[config.mk]
export PLATFORM = sky130hd
export DESIGN_NAME = swing_cal_ctrl
export DESIGN_NICKNAME = d
export VERILOG_FILES = /design/src/rtl/swing_cal_pkg.sv /design/src/rtl/cal_sync.sv /design/src/rtl/cal_mode_timer.sv /design/src/rtl/cal_leg_search.sv /design/src/rtl/swing_cal_ctrl.sv
export SDC_FILE = /design/constraint.sdc
export NUM_CORES = 1
export LEC_CHECK = 0
export BUFFER_PORTS_ARGS = -buffer_cell sky130_fd_sc_hd__buf_2
export CAP_MARGIN = 0
export CORE_MARGIN = 2
export CORE_UTILIZATION = 40
export CTS_CLUSTER_SIZE = 28
export DETAILED_ROUTE_END_ITERATION = 12
export SETUP_SLACK_MARGIN = 0.5
export SLEW_MARGIN = 20
export SYNTH_ARGS = -nofsm -noshare
export SYNTH_HDL_FRONTEND = slang
export SYNTH_SLANG_ARGS = --single-unit
[constraint.sdc]
create_clock -name clk -period 2.6 [get_ports clk]
set_input_delay 0.13 -clock clk [delete_from_list [all_inputs] [get_ports clk]]
set_output_delay 0.13 -clock clk [all_outputs]
set_load 0.02 [all_outputs]
[src/rtl/swing_cal_pkg.sv]
package swing_cal_pkg;

    localparam int LEG_W_DEF    = 8;
    localparam int SETTLE_W_DEF = 8;

    typedef enum logic [1:0] {
        ST_SETTLE = 2'd0,
        ST_DECIDE = 2'd1,
        ST_HOLD   = 2'd2
    } cal_state_e;

    typedef struct packed {
        logic hi_ok;
        logic lo_ok;
    } cmp_pair_t;

    function automatic cmp_pair_t pack_cmp(input logic hi, input logic lo);
        cmp_pair_t p;
        p.hi_ok = hi;
        p.lo_ok = lo;
        return p;
    endfunction

endpackage

[src/rtl/cal_sync.sv]
module cal_sync #(
    parameter int W = 2
) (
    input  logic         clk,
    input  logic         rst,
    input  logic [W-1:0] async_i,
    output logic [W-1:0] sync_o
);
    for (genvar g = 0; g < W; g++) begin : g_bit
        logic meta_q;
        logic stab_q;
        always_ff @(posedge clk) begin
            if (rst) begin
                meta_q <= 1'b0;
                stab_q <= 1'b0;
            end else begin
                meta_q <= async_i[g];
                stab_q <= meta_q;
            end
        end
        assign sync_o[g] = stab_q;
    end
endmodule

[src/rtl/cal_mode_timer.sv]
module cal_mode_timer #(
    parameter int PERIOD = 2000
) (
    input  logic clk,
    input  logic rst,
    output logic mode_o
);
    localparam int CW = $clog2(PERIOD + 1);
    localparam logic [CW-1:0] LAST = CW'(PERIOD - 1);

    logic [CW-1:0] cnt_q;
    logic          mode_q;

    always_ff @(posedge clk) begin
        if (rst) begin
            cnt_q  <= '0;
            mode_q <= 1'b1;
        end else if (mode_q) begin
            if (cnt_q == LAST) begin
                mode_q <= 1'b0;
            end else begin
                cnt_q <= cnt_q + 1'b1;
            end
        end
    end

    assign mode_o = mode_q;

    // once data mode is entered it stays until reset
    a_r3_mode_sticky: assert property (@(posedge clk) disable iff (rst)
        !mode_q |=> !mode_q);
endmodule

[src/rtl/cal_leg_search.sv]
module cal_leg_search
    import swing_cal_pkg::*;
#(
    parameter int LEG_W    = LEG_W_DEF,
    parameter int SETTLE_W = SETTLE_W_DEF
) (
    input  logic                clk,
    input  logic                rst,
    input  logic                mode_i,
    input  logic [SETTLE_W-1:0] settle_i,
    input  cmp_pair_t           cmp_i,
    output logic [LEG_W-1:0]    hi_legs_o,
    output logic [LEG_W-1:0]    lo_legs_o,
    output logic                done_o,
    output logic                fail_o
);
    cal_state_e          state_q;
    logic [SETTLE_W-1:0] wait_q;
    logic [LEG_W-1:0]    hi_q;
    logic [LEG_W-1:0]    lo_q;
    logic                done_q;
    logic                fail_q;

    logic hi_full;
    logic lo_full;
    assign hi_full = hi_q[LEG_W-1];
    assign lo_full = lo_q[LEG_W-1];

    always_ff @(posedge clk) begin
        if (rst) begin
            state_q <= ST_SETTLE;
            wait_q  <= '0;
            hi_q    <= '0;
            lo_q    <= '0;
            done_q  <= 1'b0;
            fail_q  <= 1'b0;
        end else if (!mode_i) begin
            state_q <= ST_HOLD;
        end else begin
            unique case (state_q)
                ST_SETTLE: begin
                    if (wait_q >= settle_i) begin
                        state_q <= ST_DECIDE;
                    end else begin
                        wait_q <= wait_q + 1'b1;
                    end
                end
                ST_DECIDE: begin
                    wait_q <= '0;
                    if (!cmp_i.hi_ok) begin
                        if (hi_full) begin
                            fail_q  <= 1'b1;
                            done_q  <= 1'b1;
                            state_q <= ST_HOLD;
                        end else begin
                            hi_q    <= {hi_q[LEG_W-2:0], 1'b1};
                            state_q <= ST_SETTLE;
                        end
                    end else if (!cmp_i.lo_ok) begin
                        if (lo_full) begin
                            fail_q  <= 1'b1;
                            done_q  <= 1'b1;
                            state_q <= ST_HOLD;
                        end else begin
                            lo_q    <= {lo_q[LEG_W-2:0], 1'b1};
                            state_q <= ST_SETTLE;
                        end
                    end else begin
                        done_q  <= 1'b1;
                        state_q <= ST_HOLD;
                    end
                end
                default: begin
                    state_q <= ST_HOLD;
                end
            endcase
        end
    end

    assign hi_legs_o = hi_q;
    assign lo_legs_o = lo_q;
    assign done_o    = done_q;
    assign fail_o    = fail_q;

    logic cmp_hi_ok;
    assign cmp_hi_ok = cmp_i.hi_ok;

    // each code either holds or takes exactly one thermometer step
    a_r7_hi_step: assert property (@(posedge clk) disable iff (rst)
        1'b1 |=> (hi_q == $past(hi_q)) || (hi_q == {$past(hi_q[LEG_W-2:0]), 1'b1}));
    a_r7_lo_step: assert property (@(posedge clk) disable iff (rst)
        1'b1 |=> (lo_q == $past(lo_q)) || (lo_q == {$past(lo_q[LEG_W-2:0]), 1'b1}));
    // both sides never move together
    a_r4_one_side: assert property (@(posedge clk) disable iff (rst)
        !$stable(hi_q) |-> $stable(lo_q));
    // a low leg is added only after the high side passed
    a_r5_lo_after_hi: assert property (@(posedge clk) disable iff (rst)
        !$stable(lo_q) |-> $past(cmp_hi_ok));
    // a finished search holds both codes
    a_r6_hold: assert property (@(posedge clk) disable iff (rst)
        done_q |=> $stable(hi_q) && $stable(lo_q) && done_q);
    // the failure flag is sticky
    a_r9_fail_sticky: assert property (@(posedge clk) disable iff (rst)
        fail_q |=> fail_q);
    // codes frozen in data mode
    a_r11_freeze: assert property (@(posedge clk) disable iff (rst)
        !mode_i |=> $stable(hi_q) && $stable(lo_q));
endmodule

[src/rtl/swing_cal_ctrl.sv]
module swing_cal_ctrl
    import swing_cal_pkg::*;
#(
    parameter int LEG_W      = LEG_W_DEF,
    parameter int SETTLE_W   = SETTLE_W_DEF,
    parameter int CAL_PERIOD = 2000
) (
    input  logic                clk,
    input  logic                rst,
    input  logic [SETTLE_W-1:0] settle_cycles,
    input  logic                cmp_hi_above,
    input  logic                cmp_lo_below,
    input  logic                data_in,
    output logic [LEG_W-1:0]    hi_legs,
    output logic [LEG_W-1:0]    lo_legs,
    output logic                cal_mode,
    output logic                drv_data,
    output logic                cal_done,
    output logic                cal_fail
);
    logic [1:0] cmp_sync;
    cmp_pair_t  cmp_s;
    logic       mode_w;

    cal_sync #(.W(2)) u_sync (
        .clk     (clk),
        .rst     (rst),
        .async_i ({cmp_hi_above, cmp_lo_below}),
        .sync_o  (cmp_sync)
    );

    assign cmp_s = pack_cmp(cmp_sync[1], cmp_sync[0]);

    cal_mode_timer #(.PERIOD(CAL_PERIOD)) u_timer (
        .clk    (clk),
        .rst    (rst),
        .mode_o (mode_w)
    );

    cal_leg_search #(.LEG_W(LEG_W), .SETTLE_W(SETTLE_W)) u_search (
        .clk       (clk),
        .rst       (rst),
        .mode_i    (mode_w),
        .settle_i  (settle_cycles),
        .cmp_i     (cmp_s),
        .hi_legs_o (hi_legs),
        .lo_legs_o (lo_legs),
        .done_o    (cal_done),
        .fail_o    (cal_fail)
    );

    assign cal_mode = mode_w;
    assign drv_data = mode_w ? 1'b1 : data_in;

    // the cycle after reset shows the cleared state
    a_r1_reset_state: assert property (@(posedge clk)
        rst |=> (hi_legs == '0) && (lo_legs == '0) && cal_mode && !cal_done && !cal_fail);
endmodule

Word-level counts from Yosys, hierarchy flattened:

Cells that the tools add are included.

* multipliers: 0
* reductions and logical operators: 12
* mux-type cells: 20
* order comparisons: 1
* equality and inequality tests: 8
* add/sub/neg operators: 2
* bitwise gates (word level): 6
* shift-type cells: 0
* divide/modulo/power cells: 0

Operators with widths (count)
* 2-to-1 mux 8 bit: 3
* one-hot mux 8 bit (2 select lines): 1
* 2-to-1 mux 2 bit: 6
* AND reduction 4 bit: 3
* adder 11 x 1 -> 11 bit, second input constant: 1
* == test 11 bit, second input constant: 1
* AND reduction 5 bit: 2
* 2-to-1 mux 1 bit: 9
* adder 8 x 1 -> 8 bit, second input constant: 1
* >= comparator 8 bit: 1
* NOT 1 bit: 6
* AND reduction 3 bit: 2
* != test 2 x 1 -> 1 bit, second input constant: 2
* != test 2 bit, second input constant: 2
* one-hot mux 2 bit (2 select lines): 1
* nonzero test 2 bit: 2
* != test 3 x 1 -> 1 bit, second input constant: 1
* != test 3 x 2 -> 1 bit, second input constant: 1
* == test 2 x 1 -> 1 bit, second input constant: 1
* zero test 2 bit: 1
* AND reduction 2 bit: 1
* OR reduction 2 bit: 1

* memory bits (read-only): 0
* memories: 0
* bits in latches: 0
* memory bits (writable): 0
* word-level logic and storage cells: 64
* register bits: 44

Depth between registers and ports, before layout:

Gate-level depths: netlist (run 1).

* depth in word-level cells: 5
* mapped depth: 7

By module:

A second synthesis (run 1) with hierarchy kept.

* cell total of the unflattened synthesis: 259
* area total of the unflattened synthesis: 2178.3 sq um

Modules (own cells, without submodules)
* cal_leg_search: cells an instance 175, times used 1, seq. area each 560.5 sq um, area each 1413.9 sq um
* cal_mode_timer: cells an instance 73, times used 1, seq. area each 240.2 sq um, area each 638.1 sq um
* cal_sync: cells an instance 10, times used 1, seq. area each 80.1 sq um, area each 120.1 sq um
* swing_cal_ctrl: cells an instance 1, times used 1, seq. area each 0.0 sq um, area each 6.3 sq um

Worst setup path after synthesis (run 1):

Ideal clock, no wire load.

* path type: reg2reg
* from: register u_search.wait_q[0]
* to: register u_search.wait_q[0]
* stages on the path, launching flop included: 8
* required time: 2.470 ns
* slack: 0.664 ns
* clock period less this slack: 1.936 ns
* arrival time: 1.806 ns
* path buffers: 0
* cell sequence: dfxtp_1 > inv_1 > ha_1 > nand2b_4 > a2111o_1 > a21oi_4 > mux2i_1 > a21oi_1

* cells in the longest elaborated chain, start to end: 3
* elaborated cells between the ends (all ways): 6

Ends and longest elaborated chain
* start: declaration: RTL line cal_leg_search.sv:18 `logic [SETTLE_W-1:0] wait_q;`
* start signal: assignment: RTL line cal_leg_search.sv:45 `wait_q <= wait_q + 1'b1;`
* adder 8 x 1 -> 8 bit / >= comparator 8 bit (equally long branches): RTL line cal_leg_search.sv:45, cal_leg_search.sv:42
* 2-to-1 mux 8 bit / != test 2 bit (equally long branches)
* one-hot mux 8 bit (2 select lines) / AND reduction 3 bit (equally long branches)

Several ways; a longest one is shown, not always the timed one. The select of a mux whose other input is x is not followed.
A chain may end at the register's enable or synchronous reset.

Worst setup path after layout (run 1):

Ends and elaborated chain as after synthesis.

==> impl_results.md, run 1 <==
- Status: finished, final reports clean
- Count of clock tree sinks: 44
- Crit path arrival time: 2130 ps
- Hold Violations, Final: 0
- Drt total wl: 4030 µm
- PwrDens: 538 mW/mm²
- Io pins: 33
- Initial drt markers: 78
- Crit. End Element: register
- Root Driver: clkbuf_8
- Initial antenna violation count: 0
- Worst EP required: 2770 ps
- Layout cells sized above 1: 21.0%
- Max Slew Vio Count: 0
- Gr ovfl total: 0
- Peak fanout along the critical path: 7
- Total GRT Usage: 14.4%
- FF/Latch Area: 882 µm²
- Worst slew pin tran: 495 ps
- Syn avg cell area: 8.93 µm²
- Vias in the first global route: 1,474
- PortBufs: 32
- CP cell instances: inv_1 -> ha_1 -> nand2b_4 -> a2111o_1 -> a21oi_4 -> mux2i_1 -> a21oi_1
- Die area: 0.00582 mm²
- Register area share after synthesis: 42.1%
- Multi-input gate area: 0.00113 mm²
- Worst min-delay path class: in -> reg
- Drt drc: 0
- Slowest-stage cell, CP: a2111o_1
- Netlist Area Pre-Place: 0.00209 mm²
- Hold_ws: 55.1 ps
- Yosys reg bits: 44
- Crit path launch type: register
- Layout fillers: 515
- Max Clk Rate: 510 MHz
- HPWL Detailed: 2800 µm
- Synth unique cells: 45
- Die X: 76.3 µm
- Initial Util: 41.2%
- Leakage: 1.05 nW
- ANT nets after route: 0
- Setup ws final: 639 ps
- DR vias: 1,656
- CTS clk-pin slew, worst paths: 90 ps
- Final setup vio count: 0
- Relative slew slack: 66.9%
- Minimum clock period: 1960 ps
- Max Cap Viol: 0
- Die Y: 76.3 µm
- Setup crit start: u_search.wait_q[0]
- Crit share post-route: 75.4%
- Core area: 0.00507 mm²
- Fin cells: 341
- Hold Path Origin: cmp_hi_above
- Worst VDD drop: 388 µV
- Largest net degree at the start of global routing: 26
- Max Root-Sink Buffers: 2
- Vias/cell: 4.86
- GP Congestion: 0.803
- TritonCTS clock tree: yes
- WS Path Type: reg -> reg
- Clk_skew: 8.06 ps
- Final nets: 293
- RSZ-0062 raised after global routing: no
- Wire per inst: 11.8 µm
- CTS buffer count: 5
- CP max stage delay: 460 ps
- Initial DRT Pass Iterations: 4
- Core Util, Final: 48.4%
- Area Overhead vs Synth: 17.6%
- Syn Inst Count: 234
- Placed instance count: 330
- Setup Total Neg Slack: 0 ps
- Reg2reg start: u_search.wait_q[0]
- First-pass GRT wire length: 6960 µm
- Syn Nets: 257
- Pre-CTS WS: 522 ps
- Diode count: 0
- Clock Latency Late Sink: 300 ps
- # H-tree levels: 2
- Reg2Reg Setup Slack: 640 ps
- YS warnings: 0
- Num rows: 26
## synthesized netlist by cell type (all sizes together)
library cell	instances	share of area [%]
nor2b	6	1.8
ha	10	6.0
a41oi	2	0.84
mux2i	15	7.2
and2b	1	0.36
or2	2	0.60
a211oi	1	0.60
nand2b	3	1.3
nand2	14	2.5
buf	3	0.72
nor3	7	2.2
nor2	40	7.2
a221oi	1	0.42
nand3b	2	0.90
and3	5	1.5
o211ai	2	0.72
nand3	8	2.2
xor2	4	1.7
and2	1	0.30
or3	3	0.90
a31oi	2	0.60
a2111o	1	0.54
o22ai	1	0.30
o41ai	1	1.3
xnor2	3	1.3
a21oi	14	4.4
a31o	1	0.42
inv	14	2.5
clkbuf	5	0.96
o32ai	1	0.42
nor3b	1	0.60
a21o	2	0.72
o21ai	6	1.6
nand4	8	2.4
dfxtp	44	42
## cell families after synthesis
| logic type | share of synthesized area, % |
|---|---|
| compound gates | 12.9 |
| xor+xnor | 2.93 |
| fa+ha+maj | 5.98 |
| buf+inv | 4.19 |
| flops | 42.1 |
| mux | 7.18 |
| simple gates | 24.7 |
## layout by cell type, fill, tap and decap left out, types with 2 or more instances in the layout
cell type / netlist / routed
mux2i_1: 15 / 15
or3_1: 3 / 3
buf_2: 0 / 32
xor2_1: 4 / 4
a21o_1: 2 / 2
nand4_1: 8 / 8
dfxtp_1: 44 / 43
a21oi_4: 2 / 2
nand2b_1: 2 / 2
nand2_1: 14 / 14
o21ai_1: 4 / 4
inv_1: 14 / 14
nor3_1: 6 / 6
and3_1: 5 / 5
a41oi_1: 2 / 2
xnor2_1: 3 / 3
nor2b_1: 6 / 6
buf_4: 1 / 4
clkbuf_8: 0 / 5
nor2_1: 40 / 40
ha_1: 10 / 10
o211ai_1: 2 / 2
a31oi_1: 2 / 2
a21oi_1: 12 / 12
nand3_1: 7 / 7
## power by group
part	switching, W	internal, W
Combinational	0.0000455	0.0000374
Clock	0.000250	0.000290
Sequential	0.0000137	0.000685
## area by class of cell
class                      instances  area share (%)
multi-input combinational        169            46.0
clock buffer                       5            2.80
clock inverter                     3            1.88
tap                               70            3.56
sequential                        44            35.9
inverter                          14            2.14
timing repair buffer              36            7.74
## state kept, by name, summed over array words and instances, names as in the netlist
register / flops
u_timer.cnt_q: 11
u_search.hi_legs_o: 8
u_search.lo_legs_o: 8
u_search.wait_q: 8
u_search.state_q: 2
u_sync.g_bit.meta_q: 2
u_sync.g_bit.stab_q: 2
u_search.done_o: 1
u_search.fail_o: 1
u_timer.mode_o: 1
## what timing repair did
item                                   CTS  global route
endpoints found under the hold margin    0             0
setup buffers                            0             2
gates resized for setup                  0             1
setup endpoints to repair                0             8
hold buffers                             0             0
## worst max-delay path: cells and delay by family (launching register included)
kind / cells / cell delay (ps)
AO/OA/AOI/OAI: 3 / 790
adder cells (fa/ha/maj): 1 / 260
buffers and inverters: 1 / 60
flip-flops: 1 / 380
multiplexers: 1 / 210
AND/OR/NAND/NOR: 1 / 130
## layer usage
metal / track usage (%) / up-vias / part of all wire (%)
li1: - / 883 / -
met1: 19.0 / 742 / 49
met2: 23.7 / 27 / 46
met3: 3.55 / 4 / 3.4
met4: 3.82 / 0 / 0.77
met5: 0 / - / 0
## stage by stage
step,area (µm²),total power [W]
global route,2460,0.00138
finish,2460,0.00132
global placement,2320,0.000794
floorplan,2090,0.000773
CTS,2430,0.00133
detailed placement,2320,0.000796
## path summary, 6_finish.rpt
kind / end / cells after the start
max: u_search.wait_q[0] / 7
min: u_sync.g_bit[1].meta_q / 2
max reg2reg: u_search.wait_q[0] / 7
min reg2reg: u_sync.g_bit[0].stab_q / 1
Power figures use the tool's default switching activity.
==> run 2: changes to the inputs <==
Clock period 2.6 ns to 1.9 ns, I/O delays scaled along.
==> impl_results.md, run 2 (synthesized netlist as in run 1, its figures left out) <==
- GP Congestion: 0.785 (-2.2%)
- Relative slew slack: 57.8% (-9.1 points)
- Gr ovfl total: 0 (unchanged)
- Setup Total Neg Slack: 0 ps (unchanged)
- Met3 routed wirelength: 177 µm (+27%)
- Status: finished, final reports clean
- Total power: 0.00172 W (+30%)
- Num rows: 26 (unchanged)
- Initial drt markers: 69 (-12%)
- Area Overhead vs Synth: 33.6%
- Vias/cell: 4.92 (+1.3%)
- First-pass GRT wire length: 7600 µm (+9.2%)
- Crit. End Element: register
- Max Cap Viol: 0 (unchanged)
- CP max stage delay: 430 ps (-30 ps)
- WS Path Type: reg -> reg
- Leakage: 1.19 nW (+13%)
- ANT nets after route: 0 (unchanged)
- Initial antenna violation count: 0 (unchanged)
- Routed wl met2: 1990 µm (+6.5%)
- Layout fillers: 491 (-4.7%)
- Crit share post-route: 96.8% (+21 points)
- Largest net degree at the start of global routing: 23 (-12%)
- Most common cell after layout, fill and taps aside: nor2_1
- PortBufs: 32 (unchanged)
- DR vias: 1,806 (+9.1%)
- Peak fanout along the critical path: 3 (-4)
- CTS buffer count: 5 (unchanged)
- FF/Latch Area: 903 µm² (+2.4%)
- Die area: 0.00582 mm² (unchanged)
- Drt total wl: 4380 µm (+8.7%)
- Root Driver: clkbuf_8
- Worst slew pin tran: 631 ps (+136 ps)
- Wire per inst: 11.9 µm (+0.98%)
- Top reg by flops: u_timer.cnt_q
- TritonCTS clock tree: yes
- Initial Util: 41.2% (unchanged)
- Initial DRT Pass Iterations: 4 (unchanged)
- CP cell instances: inv_2 -> ha_4 -> nand2b_4 -> a2111o_1 -> a21oi_4 -> buf_4 -> mux2i_1 -> a21oi_1
- Worst VDD drop: 364 µV (-6.2%)
- Commonest cells after routing, fill and taps aside: 37 x nor2_1, 34 x dfxtp_1, 33 x buf_2
- Max Clk Rate: 544 MHz (+6.6%)
- Minimum clock period: 1840 ps (-121 ps)
- Max Root-Sink Buffers: 2 (unchanged)
- Die Y: 76.3 µm (unchanged)
- M1 wire length: 2170 µm (+8.7%)
- Worst min-delay path class: in -> reg
- Crit path arrival time: 2020 ps (-110 ps)
- Final nets: 319 (+8.9%)
- Die X: 76.3 µm (unchanged)
- PwrDens: 615 mW/mm² (+14%)
- Core area: 0.00507 mm² (unchanged)
- Hold Violations, Final: 0 (unchanged)
- Largest register FFs: 11 (unchanged)
- RSZ-0062 raised after global routing: yes
- # H-tree levels: 2 (unchanged)
- Diode count: 0 (unchanged)
- Top layer reached by signal wires: met4
- Slowest-stage cell, CP: a2111o_1
- Total GRT Usage: 15.7% (+1.2 points)
- Clk_skew: 5.52 ps (-2.54 ps)
- Multi-input gate area: 0.00124 mm² (+9.3%)
- Layout cells sized above 1: 35.0% (+14 points)
- Worst EP required: 2080 ps (-690 ps)
- Final setup vio count: 0 (unchanged)
- HPWL Detailed: 2960 µm (+5.5%)
- Clock Latency Late Sink: 290 ps (about the same)
- Max Slew Vio Count: 0 (unchanged)
- Crit path launch type: register
- Vias in the first global route: 1,699 (+15%)
- Drt drc: 0 (unchanged)
- Io pins: 33 (unchanged)
- CTS clk-pin slew, worst paths: 80 ps (about the same)
- Count of clock tree sinks: 44 (unchanged)
run 2: changes by cell type in the layout (fill, tap and decap cells not counted), sizes merged:
cell         previous run  this run
clkbuf                  5         7
inv                    15        14
dlygate4sd3             0         2
a21oi                  15        14
buf                    36        61
bufinv                  1         0
run 2: path summary, 6_finish.rpt:
path / from / endpoint / slack, ps / cells past startpoint
worst min-delay path: rst / u_search.wait_q[0] / 240 / 3
worst max register to register: u_search.wait_q[0] / u_search.wait_q[0] / 60 / 8
worst min register to register: u_sync.g_bit[0].meta_q / u_sync.g_bit[0].stab_q / 440 / 1
worst max-delay path: u_search.wait_q[0] / u_search.wait_q[0] / 60 / 8
run 2: stage by stage:
stage / cells / area, µm² / worst slack (ps) / hold WS (ps) / utilization (%)
floorplan: 234 / 2150 / 98.6 / 223 / -
global placement: 336 / 2420 / 78.4 / 303 / 47.7
detailed placement: 336 / 2420 / 46.7 / 309 / 47.7
CTS: 355 / 2620 / 60.1 / 219 / 51.6
global route: 367 / 2790 / -16.6 / 277 / 55.0
finish: 367 / 2790 / 60.6 / 245 / 55.0
run 2: per-layer routing:
metal,vias up,track usage (%)
li1,937,-
met1,833,19.7
met2,30,26.5
met3,6,3.91
met4,0,4.91
met5,-,0
run 2: worst max-delay path, delay by kind of cell, from the launching register on:
family	cells	cell delay, ps
adder cells (fa/ha/maj)	1	190
AND/OR/NAND/NOR	1	130
multiplexers	1	170
flip-flops	1	330
buffers and inverters	2	210
AO/OA/AOI/OAI	3	710
run 2: layout make-up:
cell class,instances,area share [%]
Sequential cell,44,32.3
Inverter,14,1.88
Clock buffer,7,3.09
Clock inverter,1,0.269
Multi-Input combinational cell,168,44.3
Timing Repair Buffer,63,15.0
Tap cell,70,3.14
run 2: what timing repair did:
| item | in CTS | in global routing |
|---|---|---|
| pin swaps | 6 | 10 |
| hold endpoints to repair | 2 | 0 |
| setup endpoints to repair | 23 | 29 |
| hold buffers | 2 | 0 |
| setup buffers | 9 | 12 |
| resized for setup | 6 | 23 |
run 2: where the power goes:
part,internal (W),leakage [nW],total (W),switching (W)
clock network,0.000296,0.0445,0.000610,0.000314
registers,0.000935,0.361,0.000949,0.0000137
logic,0.0000796,0.787,0.000158,0.0000783
